--- config.mk ---
export PLATFORM = sky130hd
export DESIGN_NAME = reissue_timer_table
export DESIGN_NICKNAME = d
export VERILOG_FILES = /design/src/rtl/rtt_pkg.sv /design/src/rtl/rtt_pick.sv /design/src/rtl/rtt_match.sv /design/src/rtl/rtt_entry.sv /design/src/rtl/reissue_timer_table.sv
export SDC_FILE = /design/constraint.sdc
export NUM_CORES = 1
export LEC_CHECK = 0
export ABC_CLOCK_PERIOD_IN_PS = 5860
export BUFFER_PORTS_ARGS = -buffer_cell sky130_fd_sc_hd__buf_4
export CORE_MARGIN = 1.5
export CORE_UTILIZATION = 60
export CTS_BUF_LIST = sky130_fd_sc_hd__clkbuf_4
export DETAILED_ROUTE_END_ITERATION = 6
export GPL_ROUTABILITY_DRIVEN = 0
export HOLD_SLACK_MARGIN = 0.12
export PLACE_DENSITY = 0.8
export SETUP_SLACK_MARGIN = 0.4
export SYNTH_ARGS = -nofsm -noshare
export SYNTH_HDL_FRONTEND = slang
export SYNTH_SLANG_ARGS = --single-unit
--- constraint.sdc ---
create_clock -name clk -period 5.86 [get_ports clk]
set_input_delay 1.172 -clock clk [delete_from_list [all_inputs] [get_ports clk]]
set_output_delay 1.172 -clock clk [all_outputs]
set_load 0.03 [all_outputs]
--- src/rtl/rtt_pkg.sv ---
package rtt_pkg;
  typedef enum logic [1:0] {
    OP_SET_SHORT = 2'd0,
    OP_SET_LONG  = 2'd1,
    OP_CANCEL    = 2'd2,
    OP_REARM     = 2'd3
  } rtt_op_e;
endpackage

--- src/rtl/rtt_pick.sv ---
// Lowest-set-bit isolation: grant is one-hot (or zero) on the lowest request.
module rtt_pick #(
  parameter int N = 4
) (
  input  logic [N-1:0] req,
  output logic [N-1:0] gnt
);
  assign gnt = req & (~req + N'(1));
endmodule

--- src/rtl/rtt_match.sv ---
// Parallel address compare across all slots.
module rtt_match #(
  parameter int N      = 4,
  parameter int ADDR_W = 16
) (
  input  logic [N-1:0]             valid,
  input  logic [N-1:0][ADDR_W-1:0] addrs,
  input  logic [ADDR_W-1:0]        key,
  output logic [N-1:0]             hit
);
  for (genvar i = 0; i < N; i++) begin : g_cmp
    assign hit[i] = valid[i] && (addrs[i] == key);
  end
endmodule

--- src/rtl/rtt_entry.sv ---
// One timer slot: tag, down-counter and expired flag.
module rtt_entry #(
  parameter int ADDR_W = 16,
  parameter int CNT_W  = 7
) (
  input  logic              clk,
  input  logic              rst,
  input  logic              load,
  input  logic              clear,
  input  logic [CNT_W-1:0]  lat,
  input  logic [ADDR_W-1:0] addr_in,
  output logic              valid_q,
  output logic [ADDR_W-1:0] addr_q,
  output logic              exp_d
);
  logic [CNT_W-1:0]  cnt_q, cnt_d;
  logic              valid_d, expired_q;
  logic [ADDR_W-1:0] addr_d;

  always_comb begin
    valid_d = valid_q;
    addr_d  = addr_q;
    cnt_d   = cnt_q;
    exp_d   = expired_q;
    if (load) begin
      valid_d = 1'b1;
      addr_d  = addr_in;
      cnt_d   = lat;
      exp_d   = 1'b0;
    end else if (clear) begin
      valid_d = 1'b0;
      cnt_d   = '0;
      exp_d   = 1'b0;
    end else if (valid_q && !expired_q) begin
      if (cnt_q <= CNT_W'(1)) begin
        cnt_d = '0;
        exp_d = 1'b1;
      end else begin
        cnt_d = cnt_q - CNT_W'(1);
      end
    end
  end

  always_ff @(posedge clk) begin
    if (rst) begin
      valid_q   <= 1'b0;
      addr_q    <= '0;
      cnt_q     <= '0;
      expired_q <= 1'b0;
    end else begin
      valid_q   <= valid_d;
      addr_q    <= addr_d;
      cnt_q     <= cnt_d;
      expired_q <= exp_d;
    end
  end
endmodule

--- src/rtl/reissue_timer_table.sv ---
module reissue_timer_table
  import rtt_pkg::*;
#(
  parameter int ADDR_W    = 16,
  parameter int DEPTH     = 4,
  parameter int SHORT_LAT = 10,
  parameter int LONG_LAT  = 100
) (
  input  logic              clk,
  input  logic              rst,
  input  logic              cmd_valid,
  input  logic [1:0]        cmd_op,
  input  logic [ADDR_W-1:0] cmd_addr,
  input  logic [ADDR_W-1:0] query_addr,
  output logic              query_hit,
  input  logic              rdy_ack,
  output logic              rdy_valid,
  output logic [ADDR_W-1:0] rdy_addr,
  output logic              overflow
);
  localparam int MAX_LAT = (LONG_LAT > SHORT_LAT) ? LONG_LAT : SHORT_LAT;
  localparam int CNT_W   = $clog2(MAX_LAT + 1);
  localparam int IDX_W   = (DEPTH > 1) ? $clog2(DEPTH) : 1;
  localparam logic [CNT_W-1:0] SHORT_CNT = CNT_W'(SHORT_LAT);
  localparam logic [CNT_W-1:0] LONG_CNT  = CNT_W'(LONG_LAT);

  function automatic logic [IDX_W-1:0] onehot_to_idx(input logic [DEPTH-1:0] oh);
    logic [IDX_W-1:0] r;
    r = '0;
    for (int k = 0; k < DEPTH; k++) begin
      if (oh[k]) r = r | IDX_W'(k);
    end
    return r;
  endfunction

  rtt_op_e op;
  assign op = rtt_op_e'(cmd_op);

  logic [DEPTH-1:0]             ent_valid, ent_exp_d, cmd_hit, qry_hit;
  logic [DEPTH-1:0]             free_gnt, exp_gnt, ld_vec, clr_vec;
  logic [DEPTH-1:0][ADDR_W-1:0] ent_addr;
  logic                         do_set, do_cancel, do_rearm, hit_any, free_any;
  logic                         acked, keep_cur, exp_any;
  logic [CNT_W-1:0]             ld_lat;
  logic [IDX_W-1:0]             rdy_idx_q, exp_idx;
  logic                         rdy_valid_q, query_hit_q, overflow_q;
  logic [ADDR_W-1:0]            rdy_addr_q;

  rtt_match #(.N(DEPTH), .ADDR_W(ADDR_W)) u_cmd_match (
    .valid(ent_valid), .addrs(ent_addr), .key(cmd_addr), .hit(cmd_hit)
  );
  rtt_match #(.N(DEPTH), .ADDR_W(ADDR_W)) u_qry_match (
    .valid(ent_valid), .addrs(ent_addr), .key(query_addr), .hit(qry_hit)
  );
  rtt_pick #(.N(DEPTH)) u_free_pick (.req(~ent_valid), .gnt(free_gnt));
  rtt_pick #(.N(DEPTH)) u_exp_pick  (.req(ent_exp_d),  .gnt(exp_gnt));

  assign do_set    = cmd_valid && (op == OP_SET_SHORT || op == OP_SET_LONG);
  assign do_cancel = cmd_valid && (op == OP_CANCEL);
  assign do_rearm  = cmd_valid && (op == OP_REARM);
  assign hit_any   = |cmd_hit;
  assign free_any  = |free_gnt;
  assign ld_lat    = (op == OP_SET_SHORT) ? SHORT_CNT : LONG_CNT;
  assign acked     = rdy_ack && rdy_valid_q;

  for (genvar i = 0; i < DEPTH; i++) begin : g_slot
    assign ld_vec[i]  = (do_set && (cmd_hit[i] || (!hit_any && free_gnt[i])))
                      || (do_rearm && cmd_hit[i]);
    assign clr_vec[i] = (do_cancel && cmd_hit[i])
                      || (acked && (rdy_idx_q == IDX_W'(i)));
    rtt_entry #(.ADDR_W(ADDR_W), .CNT_W(CNT_W)) u_entry (
      .clk(clk), .rst(rst), .load(ld_vec[i]), .clear(clr_vec[i]),
      .lat(ld_lat), .addr_in(cmd_addr),
      .valid_q(ent_valid[i]), .addr_q(ent_addr[i]), .exp_d(ent_exp_d[i])
    );
  end

  // The shown entry stays shown while it is still expired after this edge.
  assign keep_cur = rdy_valid_q && ent_exp_d[rdy_idx_q];
  assign exp_any  = |exp_gnt;
  assign exp_idx  = onehot_to_idx(exp_gnt);

  always_ff @(posedge clk) begin
    if (rst) begin
      rdy_valid_q <= 1'b0;
      rdy_idx_q   <= '0;
      rdy_addr_q  <= '0;
      query_hit_q <= 1'b0;
      overflow_q  <= 1'b0;
    end else begin
      if (keep_cur) begin
        rdy_valid_q <= 1'b1;
      end else if (exp_any) begin
        rdy_valid_q <= 1'b1;
        rdy_idx_q   <= exp_idx;
        rdy_addr_q  <= ent_addr[exp_idx];
      end else begin
        rdy_valid_q <= 1'b0;
        rdy_addr_q  <= '0;
      end
      query_hit_q <= |qry_hit;
      overflow_q  <= do_set && !hit_any && !free_any;
    end
  end

  assign rdy_valid = rdy_valid_q;
  assign rdy_addr  = rdy_addr_q;
  assign query_hit = query_hit_q;
  assign overflow  = overflow_q;
endmodule

Word-level counts from Yosys, hierarchy flattened:

Index checks and enable logic that the tools add are counted.

* bits in registers: 121
* output and inout port bits: 19

* add/sub/neg operators: 6
* order comparisons: 6
* equality and inequality tests: 14
* multiplexer cells: 51
* bitwise operators: 6
* reductions and logical operators: 73

Operators with widths (number)
* 16-bit == test: 8
* 7-bit two-way mux: 17
* 1-bit logical AND: 39
* 16-bit binary-select mux with 2-bit select: 1
* 16-bit two-way mux: 2
* 7-bit by 1-bit less-or-equal comparator with 1-bit output (second input constant): 4
* 1-bit two-way mux: 28
* 7-bit by 1-bit subtractor with 7-bit output (second input constant): 4
* 4-bit OR reduction: 4
* 1-bit logical OR: 13
* 4-bit NOT: 3
* 3-bit nonzero test: 4
* 4-bit by 1-bit adder with 4-bit output (second input constant): 2
* 4-bit AND: 2
* 2-bit == test (second input constant): 4
* 2-bit nonzero test: 4
* 1-bit zero test: 6
* 2-bit by 3-bit < comparator with 1-bit output (second input constant): 2
* 2-bit by 1-bit == test with 1-bit output (second input constant): 2
* 2-bit zero test: 2
* 2-bit two-way mux: 2
* 1-bit binary-select mux with 2-bit select: 1
* 2-bit AND reduction: 1
* 1-bit NOT: 1

Logic depth before layout (Yosys ltp):

* word-level depth: 18
* mapped depth: 13
* depth with buffers taken out: 11

Hierarchy:

From an unflattened synthesis, not the netlist that was laid out.

* cells, all modules: 871
* area, all modules: 7562.3 sq um

Modules (own cells, without submodules)
* rtt_entry: instances 4, cells an instance 124, area each 1143.6 sq um, sequential area each 500.5 sq um
* rtt_match: instances 2, cells an instance 94, area each 748.2 sq um, sequential area each 0.0 sq um
* reissue_timer_table: instances 1, cells an instance 179, area each 1418.9 sq um, sequential area each 420.4 sq um
* rtt_pick: instances 2, cells an instance 4, area each 36.3 sq um, sequential area each 0.0 sq um

Worst setup path after synthesis:

No wires, ideal clock.

* kind: input port to flip-flop
* from: input cmd_addr[5]
* to: register rdy_idx_q[0]
* library setup time: 131 ps
* data arrival time: 3252 ps
* required time: 5729 ps
* path slack: 2477 ps
* stages: 12
* buffers on the path: 3
* path through: buf_2 > xnor2_1 > nand4_1 > nor4_4 > o2bb2ai_4 > or2_2 > o21a_1 > buf_2 > buf_2 > a211oi_1 > o21ai_0 > o41ai_2

* cells in the longest elaborated chain, start to end: 15
* elaborated cells on any way between the ends: 58

RTL lines
* start, declared: line reissue_timer_table.sv:13 `input logic [ADDR_W-1:0] cmd_addr,`
* 16-bit == test: line rtt_match.sv:12 `assign hit[i] = valid[i] && (addrs[i] == key);`
* 1-bit logical AND: line rtt_match.sv:12
* 4-bit OR reduction: line reissue_timer_table.sv:61 `assign hit_any = |cmd_hit;`
* 1-bit zero test: line reissue_timer_table.sv:67 `assign ld_vec[i] = (do_set && (cmd_hit[i] || (!hit_any && free_gnt[i])))`
* 1-bit logical AND: line reissue_timer_table.sv:67
* 1-bit logical OR: line reissue_timer_table.sv:67
* 1-bit logical AND: line reissue_timer_table.sv:67
* 1-bit logical OR: line reissue_timer_table.sv:68 `|| (do_rearm && cmd_hit[i]);`
* 1-bit two-way mux: line rtt_entry.sv:25 `if (load) begin`
* 4-bit NOT: line rtt_pick.sv:8 `assign gnt = req & (~req + N'(1));`
* 4-bit by 1-bit adder with 4-bit output: line rtt_pick.sv:8
* 4-bit AND: line rtt_pick.sv:8
* 1-bit two-way mux: line reissue_timer_table.sv:31 `if (oh[k]) r = r | IDX_W'(k);`
* 2-bit two-way mux (2 in series): line reissue_timer_table.sv:31
* end signal, assigned: line reissue_timer_table.sv:95 `rdy_idx_q <= exp_idx;`
* end, declared: line reissue_timer_table.sv:45 `logic [IDX_W-1:0] rdy_idx_q, exp_idx;`

Parallel ways exist; a longest one is shown, timed or not. The select of a mux whose other input is x is not followed.
A chain may end at the register's enable or synchronous reset.

Worst setup path after layout:

* from: input cmd_addr[2]
* to: register rdy_addr_q[5] (netlist: rdy_addr[5])

* cells in the longest elaborated chain, start to end: 18
* elaborated cells on any way between the ends: 59

RTL lines
* 16-bit == test: line rtt_match.sv:12
* 1-bit logical AND: line rtt_match.sv:12
* 4-bit OR reduction: line reissue_timer_table.sv:61
* 1-bit zero test: line reissue_timer_table.sv:67
* 1-bit logical AND: line reissue_timer_table.sv:67
* 1-bit logical OR: line reissue_timer_table.sv:67
* 1-bit logical AND: line reissue_timer_table.sv:67
* 1-bit logical OR: line reissue_timer_table.sv:68
* 1-bit two-way mux: line rtt_entry.sv:25
* 4-bit NOT: line rtt_pick.sv:8
* 4-bit by 1-bit adder with 4-bit output: line rtt_pick.sv:8
* 4-bit AND: line rtt_pick.sv:8
* 1-bit two-way mux: line reissue_timer_table.sv:31
* 2-bit two-way mux (2 in series): line reissue_timer_table.sv:31
* 16-bit binary-select mux with 2-bit select: line reissue_timer_table.sv:96 `rdy_addr_q <= ent_addr[exp_idx];`
* 16-bit two-way mux (not written as such): line reissue_timer_table.sv:96
* 16-bit two-way mux: line reissue_timer_table.sv:93 `end else if (exp_any) begin`
* end signal, assigned: line reissue_timer_table.sv:96
* end, declared: line reissue_timer_table.sv:47 `logic [ADDR_W-1:0] rdy_addr_q;`

Parallel ways exist; a longest one is shown, timed or not. The select of a mux whose other input is x is not followed.

==> results.sh <==
export IMPL_path_class="input pin to register"
export IMPL_worstMarginPinSlew_ns=0.991
export IMPL_synthToLayoutAreaGrowth_pct=8.30
export IMPL_dieWidth_um=117
export IMPL_switching_share=0.286
export IMPL_avgSynthCellArea_um2=8.44
export IMPL_place_area_um2=8100
export IMPL_postRouteAntennaNets=0
export IMPL_synth_seq_area_share=0.310
export IMPL_highest_layer="met4"
export IMPL_finalSetupTns_ns=0
export IMPL_post_drt_wl_per_cell_um=19.0
export IMPL_maxCapViolations=0
export IMPL_antenna_found_initial=0
export IMPL_power_frac_comb=0.179
export IMPL_clk_path_buf_depth=2
export IMPL_start_util=0.616
export IMPL_grt_first_pass_wirelength_um=33300
export IMPL_finClkSkew_ns=0.0164
export IMPL_relSlewSlack=0.337
export IMPL_wl_met2_um=9090
export IMPL_gr_total_overflow=0
export IMPL_grt_start_max_net_pins=74
export IMPL_die_area_um2=13700
export IMPL_period_needed_ns=3.85
export IMPL_io_pins=57
export IMPL_clkLatencyLatePin_ns=0.55
export IMPL_met3WireLength_um=2090
export IMPL_power_density_nw_per_um2=233
export IMPL_pwr_share_seq=0.447
export IMPL_post_route_cells_drive_above_1_share=0.152
export IMPL_rsz0062_at_grt="false"
export IMPL_cts_made_buffers=17
export IMPL_p_leak_nw=3.24
export IMPL_firstDrtPassIters=5
export IMPL_grt_pass1_vias=6146
export IMPL_setup_violations=0
export IMPL_tritoncts="done"
export IMPL_yosysWarningCount=0
export IMPL_cts_setup_buffers=0
export IMPL_finalCritPeriodShare=0.657
export IMPL_synthesis_instances=925
export IMPL_core_um2=12700
export IMPL_synth_distinct_cells=72
export IMPL_critPathMaxFanout=18
export IMPL_synth_top_cell_area_share=0.310
export IMPL_cp_end_kind="register"
export IMPL_io_buffer_count=56
export IMPL_slew_viol_final=0
export IMPL_power_switching_uw=563
export IMPL_totalWireLength_um=21200
export IMPL_internal_power_mw=1.40
export IMPL_cts_num_sinks=121
export IMPL_clkPwrFrac=0.374
export IMPL_drcViolationCount=0
export IMPL_vias=6902
export IMPL_layout_commonest_cell="nor2_1"
export IMPL_via_per_inst=6.20
export IMPL_vdd_drop_max_mv=0.166
export IMPL_postCtsHoldBufs=0
export IMPL_synth_edff_count=0
export IMPL_yosysTopAreaCell="dfxtp_1"
export IMPL_yosys_most_used_dff="dfxtp_1"
export IMPL_synth_seq_cells=121
export IMPL_status="finished, final reports clean"
export IMPL_dp_hpwl_um=15300
export IMPL_ys_async_sr_fraction=0
export IMPL_hold_class="register to register"
export IMPL_root_buffer="clkbuf_4"
export IMPL_htree_levels=4
export IMPL_synth_nets=971
export IMPL_fmax_mhz=260
export IMPL_postLayoutCellArea_um2=8460
export IMPL_gr_usage_all_layers=0.322
export IMPL_detail_route_iter0_violations=1023
export IMPL_crit_required_ns=6.31
export IMPL_syn_cell_area_um2=7810
export IMPL_cp_start_kind="input pin"
export IMPL_arrival_ns=4.30
export IMPL_dp_cells=1082
export IMPL_rows=41
export IMPL_ctsResizeCount=0
export IMPL_nets=975
export IMPL_synth_area_leaders="dfxtp_1, xnor2_1, mux2i_1"
export IMPL_final_cell_count_no_fill=1114
export IMPL_hold_violations=0
export IMPL_die_y_um=117
export IMPL_wl_met1_um=9350
export IMPL_clk_pin_slew_worst_paths_ns=0.10
export IMPL_num_antenna_cells=0
export IMPL_final_cell_mix="nor2_1, dfxtp_1, xnor2_1, mux2i_1, buf_4"
cell usage after synthesis, types with 3 or more instances:
cell type and count:
nor2_1 137, dfxtp_1 121, xnor2_1 105, mux2i_1 64, a21oi_1 49, clkbuf_1 37, inv_1 32, nand2_1 28
xor2_1 26, o21ai_0 25, nand4_1 23, nor3_1 23, buf_2 21, nand3b_1 18, a22o_1 16, a41oi_1 16
o31ai_2 15, nand3_1 13, nor4_1 13, buf_4 11, nand2b_1 11, a211oi_1 10, and2_1 8, ha_1 8
or3_1 8, buf_6 7, a31oi_1 5, nor4_2 5, a21o_1 4, o21ai_1 4, a22oi_1 3, buf_1 3
nand4b_1 3, nor2b_1 3, o21ai_2 3, o31ai_1 3, or2_2 3
worst max-delay path, cell delays in order:
cell and delay (ns):
buf_4 0.15, xor2_1 0.19, nor3_1 0.78, a31oi_1 0.26
o211ai_2 0.20, o21ai_2 0.09, buf_4 0.21, nor2_1 0.76
a21oi_1 0.22, o31ai_2 0.25
cells by family (layout without fill, tap and decap cells):
kind of cell               count (synthesis)  after routing  share of synthesized area
AOI/OAI and AO/OA                        179            179                      0.172
xor gates and xnor gates                 131            131                      0.147
adders and majority gates                  8              8                     0.0128
buffers and inverters                    111            128                     0.0687
DFF                                      121            121                      0.310
muxes                                     64             64                     0.0820
and+or+nand+nor                          311            311                      0.207
flip-flops by register name (all words and copies together) (netlist names):
signal,cells
overflow,1
g_slot.u_entry.addr_q,64
g_slot.u_entry.valid_q,4
query_hit,1
rdy_idx_q,2
g_slot.u_entry.expired_q,4
rdy_valid,1
g_slot.u_entry.cnt_q,28
rdy_addr,16
metrics by stage:
stage          power [mW]  hold slack (ns)  utilization  worst slack, ns
5_1_grt              2.06            0.533        0.668             1.88
6_report             1.97            0.499        0.668             2.01
3_5_place_dp         1.24            0.474        0.639             1.61
3_3_place_gp         1.24            0.468        0.639             1.66
2_1_floorplan        1.16            0.448            -             2.48
4_1_cts              1.97            0.489        0.668             2.19
cell type report:
cell class / count / area [µm²]
Tap cell: 172 / 215
Sequential cell: 121 / 2420
Fill cell: 1074 / 4210
Timing Repair Buffer: 64 / 480
Clock inverter: 15 / 230
Clock buffer: 17 / 128
Inverter: 32 / 120
Multi-Input combinational cell: 693 / 4860
worst paths after layout:
check / cells after the start / end / slack [ns] / start
worst min-delay path: 2 / g_slot[1].u_entry.cnt_q[5] / 0.50 / g_slot[1].u_entry.cnt_q[5]
worst max-delay path: 10 / rdy_addr[5] / 2.01 / cmd_addr[2]
worst max register to register: 9 / rdy_addr[5] / 2.37 / g_slot[0].u_entry.addr_q[8]
worst min register to register: 2 / g_slot[1].u_entry.cnt_q[5] / 0.50 / g_slot[1].u_entry.cnt_q[5]
power groups by stage:
stage,Sequential (mW),Combinational (mW),Clock (mW)
finish,0.879,0.351,0.736
global route,0.882,0.384,0.789
CTS,0.878,0.347,0.747
detailed placement,0.897,0.345,0
global placement,0.897,0.340,0
floorplan,0.890,0.272,0
routing by layer:
metal | track usage | vias up
met1 | 0.460 | 3220
met4 | 0.140 | 0
met3 | 0.0726 | 57
li1 | - | 3248
met5 | 0 | -
met2 | 0.465 | 377
(Power assumes the default switching activity.)
